**src/rtl/cpu_io_port.sv**
```systemverilog
module cpu_io_port #(
  parameter int AW        = 16,
  parameter int W         = 8,
  parameter logic [AW-1:0] DIR_ADDR  = '0,
  parameter logic [AW-1:0] DATA_ADDR = 1,
  parameter logic [W-1:0]  RST_VAL   = '1
) (
  input  logic          clk,
  input  logic          rst_n,
  input  logic [AW-1:0] addr,
  input  logic [W-1:0]  wdata,
  input  logic          we,
  input  logic [W-1:0]  ext_rdata,
  output logic [W-1:0]  rdata,
  output logic          mem_we,
  input  logic [W-1:0]  pin_in,
  output logic [W-1:0]  pin_out,
  output logic [W-1:0]  pin_oe,
  output logic          bank_lo,
  output logic          bank_hi,
  output logic          bank_char
);

  logic [W-1:0] dir_q, lat_q, level;
  logic         hit_dir, hit_dat;

  assign hit_dir = (addr == DIR_ADDR);
  assign hit_dat = (addr == DATA_ADDR);

  always_ff @(posedge clk) begin
    if (!rst_n) begin
      dir_q <= RST_VAL;
      lat_q <= RST_VAL;
    end else if (we) begin
      if (hit_dir) dir_q <= wdata;
      if (hit_dat) lat_q <= wdata;
    end
  end

  for (genvar i = 0; i < W; i++) begin : g_pin
    assign pin_oe[i]  = dir_q[i];
    assign pin_out[i] = dir_q[i] & lat_q[i];
    assign level[i]   = dir_q[i] ? lat_q[i] : pin_in[i];
  end

  always_comb begin
    if (hit_dir)      rdata = dir_q;
    else if (hit_dat) rdata = pin_in | ~dir_q;
    else              rdata = ext_rdata;
  end

  assign mem_we    = we;
  assign bank_lo   = level[0];
  assign bank_hi   = level[1];
  assign bank_char = level[2];

endmodule

```
**config.mk**
```make
export PLATFORM = sky130hd
export DESIGN_NAME = cpu_io_port
export DESIGN_NICKNAME = d
export VERILOG_FILES = /design/src/rtl/cpu_io_port.sv
export SDC_FILE = /design/constraint.sdc
export NUM_CORES = 1
export LEC_CHECK = 0
export BUFFER_PORTS_ARGS = -buffer_cell sky130_fd_sc_hd__buf_2
export CAP_MARGIN = 20
export CORE_ASPECT_RATIO = 0.7
export CORE_MARGIN = 2
export CORE_UTILIZATION = 44
export CTS_CLUSTER_SIZE = 14
export DETAILED_ROUTE_END_ITERATION = 8
export MAX_ROUTING_LAYER = met4
export PLACE_DENSITY_LB_ADDON = 0.08
export SYNTH_ARGS = -nofsm -noshare
export SYNTH_HDL_FRONTEND = slang
export SYNTH_SLANG_ARGS = --single-unit
```
**constraint.sdc**
```tcl
create_clock -name clk -period 3.3 [get_ports clk]
set_input_delay 0.165 -clock clk [delete_from_list [all_inputs] [get_ports clk]]
set_output_delay 0.165 -clock clk [all_outputs]
set_load 0.01 [all_outputs]
```
==> impl.org, run 1 <==
** Pwr
- In this run, the combinational gates consume 16.6% of the power.
- Net switching is approximately a quarter of the power.
- Internal power comes to roughly 290 uW.
- Leak Pwr :: ~0.58 nW
- Pwr per Cell Area :: about 280 nW/um^2
- Portion of total power attributed to the clock network :: between 30% and 40%
- Sequential Power Share :: between 40% and 50%
- Summed over all nets, the switching power comes to about 97 uW.
- Worst IR Drop VDD :: between 0.2 and 0.25 mV

** Route
- Overall via count from detail_route :: around 1200
- In the routed design, unresolved DRC markers number 0.
- Number of antenna-violating nets in the routed design :: 0
- Violation count after the first detailed-routing iteration :: 35
- Per-cell routed wire length :: 12.16 um
- In the routed layout, each cell is associated on average with a via count of 5.231.
- Wires add up to 2687 um.
- First-pass detailed-route iteration total :: 4

** STA
- At the pin with the least slew margin, the transition time is between 600 and 700 ps.
- The number of hold-slack violations in the final timing report was 0.
- Slew Limit Fails :: 0
- Setup slack on the critical path of the routed design comes to ~1500 ps.
- Derived from the worst setup path, the maximum achievable clock frequency is ~540 MHz.
- Worst slew slack as a fraction of its limit :: about 57%
- The final critical path takes up between 50% and 60% of the cycle.
- Setup repair after global routing left no endpoint under its margin.
- Setup violators final :: 0
- Clock skew on the completed layout was measured at 0 ps.
- Adding up every negative setup slack in the final design gives 0 ps.
- Crit path time final :: 1844 ps
- Post-route worst hold slack :: around 140 ps

** Clock network
- In this run the post-CTS setup repair buffer count came out at 0.
- Number of buffers added by the clock tree synthesis step :: 3
- Clock latency on the worst-skew pair, taken at its later pin, is between 200 and 300 ps.
- # hold bufs at CTS :: 0
- Clock-pin slew was measured on the worst setup and hold paths at 90 ps.
- TritonCTS built the clock tree.
- Clock Root Buffer :: sky130_fd_sc_hd__clkbuf_4
- Clock sink count :: 16
- CTS built an H-tree with a depth of 1.
- Number of instances resized during post-cts repair :: 0
- Max Buffers Root-to-Sink :: 2

** Logic synthesis
- Number of synthesized register bits :: 16
- Mean instance size in the synthesized netlist :: 8.053 um^2
- Sequential elements use 31.57% of the synthesized area.
- Post-synthesis cell count :: approximately 130
- Counting every net in the synthesized netlist gives approximately 170.
- Combined area of all synthesized cells :: 1015 um^2
- Yosys Warn Count :: 0
- Counting distinct cell types in the post-synthesis netlist gives 21.

** Final layout
- The layout has about 230 filler cells.
- Layout Cells excl Fill :: 221
- Area growth, synth to finish :: 36.74%
- Share of layout cells above drive strength 1 :: ~44%
- Total inserted antenna cells :: 0
- In the final design database the tool counted around 230 nets.

** Worst hold path
- The worst hold path was traced through 3 stages.
- Hold path startpoint :: wdata[0]
- In this run the worst hold path is classified as in2reg.
- Worst Hold Endpoint :: lat_q[0]

** Worst setup path
- STA classifies the critical path endpoint as an output pin.
- The critical path goes through buf_2 -> nor4_4 -> nand4_1 -> o21ai_0 -> buf_2.
- Crit path max-delay family :: simple AND/OR/NAND/NOR gates
- Critical path's most frequent cell :: sky130_fd_sc_hd__buf_2
- FF-to-FF Start :: pin_oe[2]
- Buf+Inv Stages, Crit Path :: 2
- Among all stages on the critical path, the largest delay is contributed by sky130_fd_sc_hd__nand4_1.
- Data arrival time of the critical path :: between 1500 and 2000 ps
- The endpoint identified for the worst register-to-register timing path is pin_oe[2].
- Critical path required time :: 3130 ps
- Startpoint class of the critical path :: input pin
- Highest net fanout along the worst path :: 16
- By startpoint and endpoint, the worst setup path is classified as in2out.
- For the worst flop-to-flop path, the logic depth is 2.
- For this run, the slowest stage of the critical path takes approximately 570 ps.
- For flop-to-flop paths, the worst setup slack is roughly 2600 ps.

** Placement
- Detailed-placement wirelength estimate :: 2075 um
- Number of port buffers :: 70
- Routability congestion estimate :: roughly 0.69
- Post-placement setup slack :: 1323 ps
- Placed cell count :: roughly 220

** Die
- The initial utilization of the core area, before any placement, comes to between 40 and 50%.
- The floorplan has 14 rows.
- The die is about 61 um wide.
- Floorplan die area :: roughly 2700 um^2
- Pin placement for this block handled ~70 I/O pins.
- Vert. Die Dim :: roughly 44 um
- The core region is 2172 um^2.

** Flow run
- Max-cap violations in this run came to 0.

** GRT
- Vias in the first global route :: 1018
- Total GRT Usage :: between 20% and 30%
- Global-route wire length before repair :: 4140 um
- Pin count of the biggest net entering global routing :: 42
- The initial antenna violation count came to 0.
- Global route total overflow :: 0

** Outcome
- The run finished with clean final reports.
worst max-delay path by stage:
| stage | from | to | slack [ps] | cells past startpoint |
|---|---|---|---|---|
| CTS | addr[7] | rdata[1] | 1480 | 5 |
| finish | addr[9] | rdata[1] | 1460 | 5 |
| floorplan | addr[12] | rdata[4] | 1940 | 4 |
| detailed placement | addr[9] | pin_oe[2] | 1320 | 5 |
| global route | addr[12] | rdata[6] | 1280 | 5 |
| global placement | addr[9] | pin_oe[2] | 1440 | 5 |
metrics by stage:
step,cell area [um^2],utilization [%],power [mW]
3_3_place_gp,1351,62.21,0.2594
4_1_cts,1388,63.88,0.3914
6_report,1388,63.88,0.3881
5_1_grt,1388,63.88,0.4061
2_1_floorplan,1015,-,0.2252
3_5_place_dp,1351,62.21,0.2623
layout by cell type (no fill, tap or decap), types with 7 or more instances in the layout:
cell type                  instances
sky130_fd_sc_hd__dfxtp_1          16
sky130_fd_sc_hd__o211ai_1          8
sky130_fd_sc_hd__o21ai_0          32
sky130_fd_sc_hd__nand3b_1          8
sky130_fd_sc_hd__or3b_1            7
sky130_fd_sc_hd__and2_1            8
sky130_fd_sc_hd__nand3_1           8
sky130_fd_sc_hd__buf_2            70
sky130_fd_sc_hd__nand2_1          16
power by group through the flow:
stage                     registers, mW  clock network (mW)  logic [mW]
final                             0.193               0.131      0.0645
after global routing              0.193               0.141      0.0721
after floorplan                   0.197                   0      0.0277
after CTS                         0.193               0.133      0.0651
after global placement            0.197                   0      0.0620
after detailed placement          0.197                   0      0.0649
area by class of cell:
class                           count  area [um^2]  area share, %
Multi-Input combinational cell     98        636.9          45.90
Timing Repair Buffer               70        350.3          25.25
Sequential cell                    16        320.3          23.08
Tap cell                           32        40.04          2.885
Clock buffer                        4        36.28          2.615
Inverter                            1        3.754         0.2705
Yosys cell counts:
library cell / n / area (um^2)
sky130_fd_sc_hd__buf_2: 1 / 5.000
sky130_fd_sc_hd__nand4_2: 1 / 12.51
sky130_fd_sc_hd__nand3_1: 8 / 40.04
sky130_fd_sc_hd__nor4b_2: 1 / 15.01
sky130_fd_sc_hd__nand2_1: 16 / 60.06
sky130_fd_sc_hd__nand3b_1: 8 / 60.06
sky130_fd_sc_hd__buf_6: 1 / 11.26
sky130_fd_sc_hd__dfxtp_1: 16 / 320.3
sky130_fd_sc_hd__and2_1: 8 / 50.05
sky130_fd_sc_hd__nor4_4: 3 / 63.81
sky130_fd_sc_hd__or3b_1: 7 / 61.31
sky130_fd_sc_hd__mux2_2: 3 / 33.78
sky130_fd_sc_hd__nand4_1: 1 / 6.260
sky130_fd_sc_hd__buf_1: 1 / 3.750
sky130_fd_sc_hd__nor3_1: 1 / 5.000
sky130_fd_sc_hd__o21ai_0: 32 / 160.2
sky130_fd_sc_hd__inv_1: 1 / 3.750
sky130_fd_sc_hd__or3b_2: 1 / 8.760
sky130_fd_sc_hd__o211ai_1: 8 / 60.06
sky130_fd_sc_hd__buf_4: 1 / 7.510
sky130_fd_sc_hd__clkbuf_1: 7 / 26.28
logic make-up after synthesis:
kind of cell / synth area share [%]
AOI/OAI and AO/OA: 21.70
buffers and inverters: 5.671
DFF: 31.57
muxes: 3.329
and+or+nand+nor: 37.73
registers in the layout, indices dropped and copies added (netlist names):
signal,flops
pin_oe,8
lat_q,8
metal layers:
layer	track usage [%]	up-vias	wire length [um]
li1	-	591	-
met1	23.30	523	1182
met2	36.38	37	1305
met3	5.556	5	180
met4	6.809	0	19
met5	-	-	0
worst register-to-register path: stages, from the launching register on:
cell and delay [ps]:
sky130_fd_sc_hd__dfxtp_1 410, sky130_fd_sc_hd__o21ai_0 120, sky130_fd_sc_hd__nand3_1 120
Note: power is estimated with default switching activity, not from simulation.
==> run 2, diff against run 1 <==
- CORE_UTILIZATION: 44 -> 36
- clock period: 3.3 -> 1.6 ns (I/O delays scaled with it)
==> run 2 against run 1 <==
Net effect: via count down 3.9%; clock skew unchanged; combinational power is 110% higher; hold slack lost 36 ps; sequential power up 110%; critical path type unchanged.
==> impl.org, run 2 (same netlist as run 1, synthesis figures left out) <==
** Worst setup path
- Series of cell instances along the critical path :: buf_2 -> nor4_4 -> nand4_1 -> buf_4 -> o21ai_0 -> buf_2 (was buf_2 -> nor4_4 -> nand4_1 -> o21ai_0 -> buf_2)
- The library cell appearing most often on the critical path is sky130_fd_sc_hd__buf_2 (unchanged).
- The highest fanout seen on the critical path is 10 (was 16).
- The kind of cell adding the most delay to the critical path is simple AND/OR/NAND/NOR gates (unchanged).
- The critical path capture point type was an output pin (unchanged).
- Critical path required time :: 1520 ps (was 3130 ps)
- Largest stage delay on the critical path :: 310 ps (was 570 ps)
- The standard cell with the maximum stage delay on the critical path was sky130_fd_sc_hd__nor4_4 (was sky130_fd_sc_hd__nand4_1).
- Buf+Inv Stages, Crit Path :: 3 (was 2)
- Data arrival time of the critical path :: 1210 ps (was 1680 ps)
- Kind of critical path :: in2out (unchanged)
- Startpoint class of the critical path :: input pin (unchanged)

** Clock network
- Number of instances resized during post-cts repair :: 0 (unchanged)
- Clock sink count :: 16 (unchanged)
- The clock-pin slew on the worst setup and hold paths was 60 ps (was 90 ps).
- The clock tree from TritonCTS was yes (unchanged).
- Clock Root Buffer :: sky130_fd_sc_hd__clkbuf_8 (was sky130_fd_sc_hd__clkbuf_4)
- Max Buffers Root-to-Sink :: 2 (unchanged)
- The insertion delay to the later sink of the worst-skew pair was 240 ps (was 290 ps).
- Number of buffers inserted to repair setup after CTS :: 0 (unchanged)
- The number of levels in the clock H-tree came to 1 (unchanged).
- The total CTS buffers came to 3 (unchanged).
- The number of buffers inserted for hold repair after clock tree synthesis came to 0 (unchanged).

** Die
- Core area :: 2743 um^2 (was 2172 um^2)
- The number of core rows was 16 (was 14).
- The starting density of the core was 37.00% (was 46.72%).
- The area of the die was 3266 um^2 (was 2713 um^2).
- The width of the chip came to 67.46 um (was 61.40 um).
- Vert. Die Dim :: 48.42 um (was 44.18 um)
- The number of top-level pins is 71 (unchanged).

** STA
- Worst slew slack as a fraction of its limit :: 69.77% (was 57.46%)
- Post-route worst hold slack :: 102.6 ps (was 138.9 ps)
- The worst clock skew came to 0 ps (unchanged).
- Crit path time final :: 1285 ps
- Slew Limit Fails :: 0 (unchanged)
- The final setup violation count came to 0 (unchanged).
- The number of hold-slack violations in the final timing report came to 0 (unchanged).
- Slew @ Worst Pin :: 453.5 ps (was 636.2 ps)
- Of the available clock period, the critical path in the final layout requires 80.32%.
- Unrepaired setup endpoints after global routing: no (unchanged).
- The final-layout setup total negative slack came to 0 ps (unchanged).
- Maximum operating frequency :: around 780 MHz

** Pwr
- The leakage power is 0.6003 nW (was 0.5783 nW).
- The internal power is 631.0 uW (was 291.4 uW).
- Portion of total power attributed to the clock network :: 35.4% (was 33.7%)
- Switch Pwr :: 193.5 uW (was 96.73 uW)
- Pwr per Cell Area :: 574.5 nW/um^2 (was 279.7 nW/um^2)
- Portion of total power attributed to combinational logic :: 16.2% (was 16.6%)
- The maximum resistive drop on vdd came to 0.6748 mV (was 0.2012 mV).
- The switching share of power is 23.47% (was 24.93%).
- Sequential Power Share :: 48.3% (was 49.7%)

** Placement
- The placed wire-length estimate after detailed placement is 1976 um (was 2075 um).
- Routability congestion estimate :: 0.7312 (was 0.6903)
- The count of port buffers added during placement is 70 (unchanged).

** Route
- The residual antenna-violating net count after detailed routing is 0 (unchanged).
- Violation count after the first detailed-routing iteration :: 32 (was 35)
- DRC viols :: 0 (unchanged)
- The final routed wirelength across all metal layers is 2530 um (was 2687 um).
- Ratio of routed vias to standard cells :: 4.852 (was 5.231)
- First-pass detailed-route iteration total :: 4 (unchanged)
- Per-cell routed wire length :: 11.05 um (was 12.16 um)
- Overall via count from detail_route :: 1111 (was 1156)

** GRT
- Antenna violations before repair :: 0 (unchanged)
- Global-route wire length before repair :: 4202 um (was 4140 um)
- Vias in the first global route :: 945 (was 1018)
- Pin count of the biggest net entering global routing :: 33 (was 42)
- Global route total overflow :: 0 (unchanged)
- The all-layer global routing usage came to 16.82% (was 20.93%).

** Final layout
- Commonest cells after routing, fill and taps aside :: 70 x sky130_fd_sc_hd__buf_2, 32 x sky130_fd_sc_hd__o21ai_0, 16 x sky130_fd_sc_hd__nand2_1, 16 x sky130_fd_sc_hd__dfxtp_1 (unchanged)
- Share of layout cells above drive strength 1 :: 45.08% (was 43.92%)
- Most common cell after layout, fill and taps aside :: sky130_fd_sc_hd__buf_2 (unchanged)
- The count of nets after finishing came to 238 (was 233).
- Total inserted antenna cells :: 0 (unchanged)
- The layout overhead on the synthesized area came to 41.43% (was 36.74%).

** Flow run
- Max-capacitance violation count :: 0 (unchanged)

** Worst hold path
- Kind of path behind the tightest hold check :: in2reg (unchanged)

** Outcome
- Result of the run: finished clean (unchanged).
## run 2: changes by cell type in the layout (fill, tap and decap cells not counted)
cell	delta
sky130_fd_sc_hd__clkbuf_4	-3
sky130_fd_sc_hd__clkbuf_8	+2
sky130_fd_sc_hd__buf_4	+5
## run 2: metal layers
| layer | vias up | GRT usage [%] | wire (um) |
|---|---|---|---|
| met5 | - | - | 0 |
| met4 | 0 | 2.041 | 0 |
| met3 | 0 | 5.116 | 148 |
| met2 | 32 | 24.26 | 1113 |
| met1 | 485 | 23.91 | 1267 |
| li1 | 594 | - | - |
## run 2: area by class of cell
class                      count  area [um^2]
sequential                    16        320.3
inverter                       1        3.754
clock buffer                   3        41.29
multi-input combinational     98        636.9
tap                           36        45.04
fill                         274         1308
timing repair buffer          75        387.9
## run 2: worst min-delay path, delay by kind of cell
family / cells / cell delay, ps
buffers and inverters: 1 / 100
AOI/OAI and AO/OA: 1 / 70
and+or+nand+nor: 1 / 50
## run 2: worst paths after layout
check	startpoint	end	slack, ps	cells after the start
worst min-delay path	wdata[4]	lat_q[4]	100	3
worst min register to register	lat_q[7]	lat_q[7]	500	2
worst max-delay path	addr[7]	rdata[4]	310	6
worst max register to register	pin_oe[1]	pin_oe[1]	920	2
## run 2: power groups by stage
| stage | combinational, mW | clock [mW] | sequential (mW) |
|---|---|---|---|
| floorplan | 0.0572 | 0 | 0.407 |
| global placement | 0.132 | 0 | 0.407 |
| detailed placement | 0.135 | 0 | 0.407 |
| CTS | 0.136 | 0.303 | 0.398 |
| global route | 0.151 | 0.321 | 0.398 |
| finish | 0.134 | 0.292 | 0.398 |
## run 2: per-stage QoR
| step | setup WS (ps) | util, % | total power, mW | std cells | cell area, um^2 |
|---|---|---|---|---|---|
| 3_5_place_dp | 124.2 | 50.82 | 0.5426 | 226 | 1394 |
| 3_3_place_gp | 186.7 | 50.82 | 0.5394 | 226 | 1394 |
| 4_1_cts | 296.4 | 52.33 | 0.8376 | 229 | 1435 |
| 6_report | 314.9 | 52.33 | 0.8245 | 229 | 1435 |
| 5_1_grt | 162.8 | 52.33 | 0.8705 | 229 | 1435 |
| 2_1_floorplan | 405.6 | - | 0.4644 | 126 | 1015 |
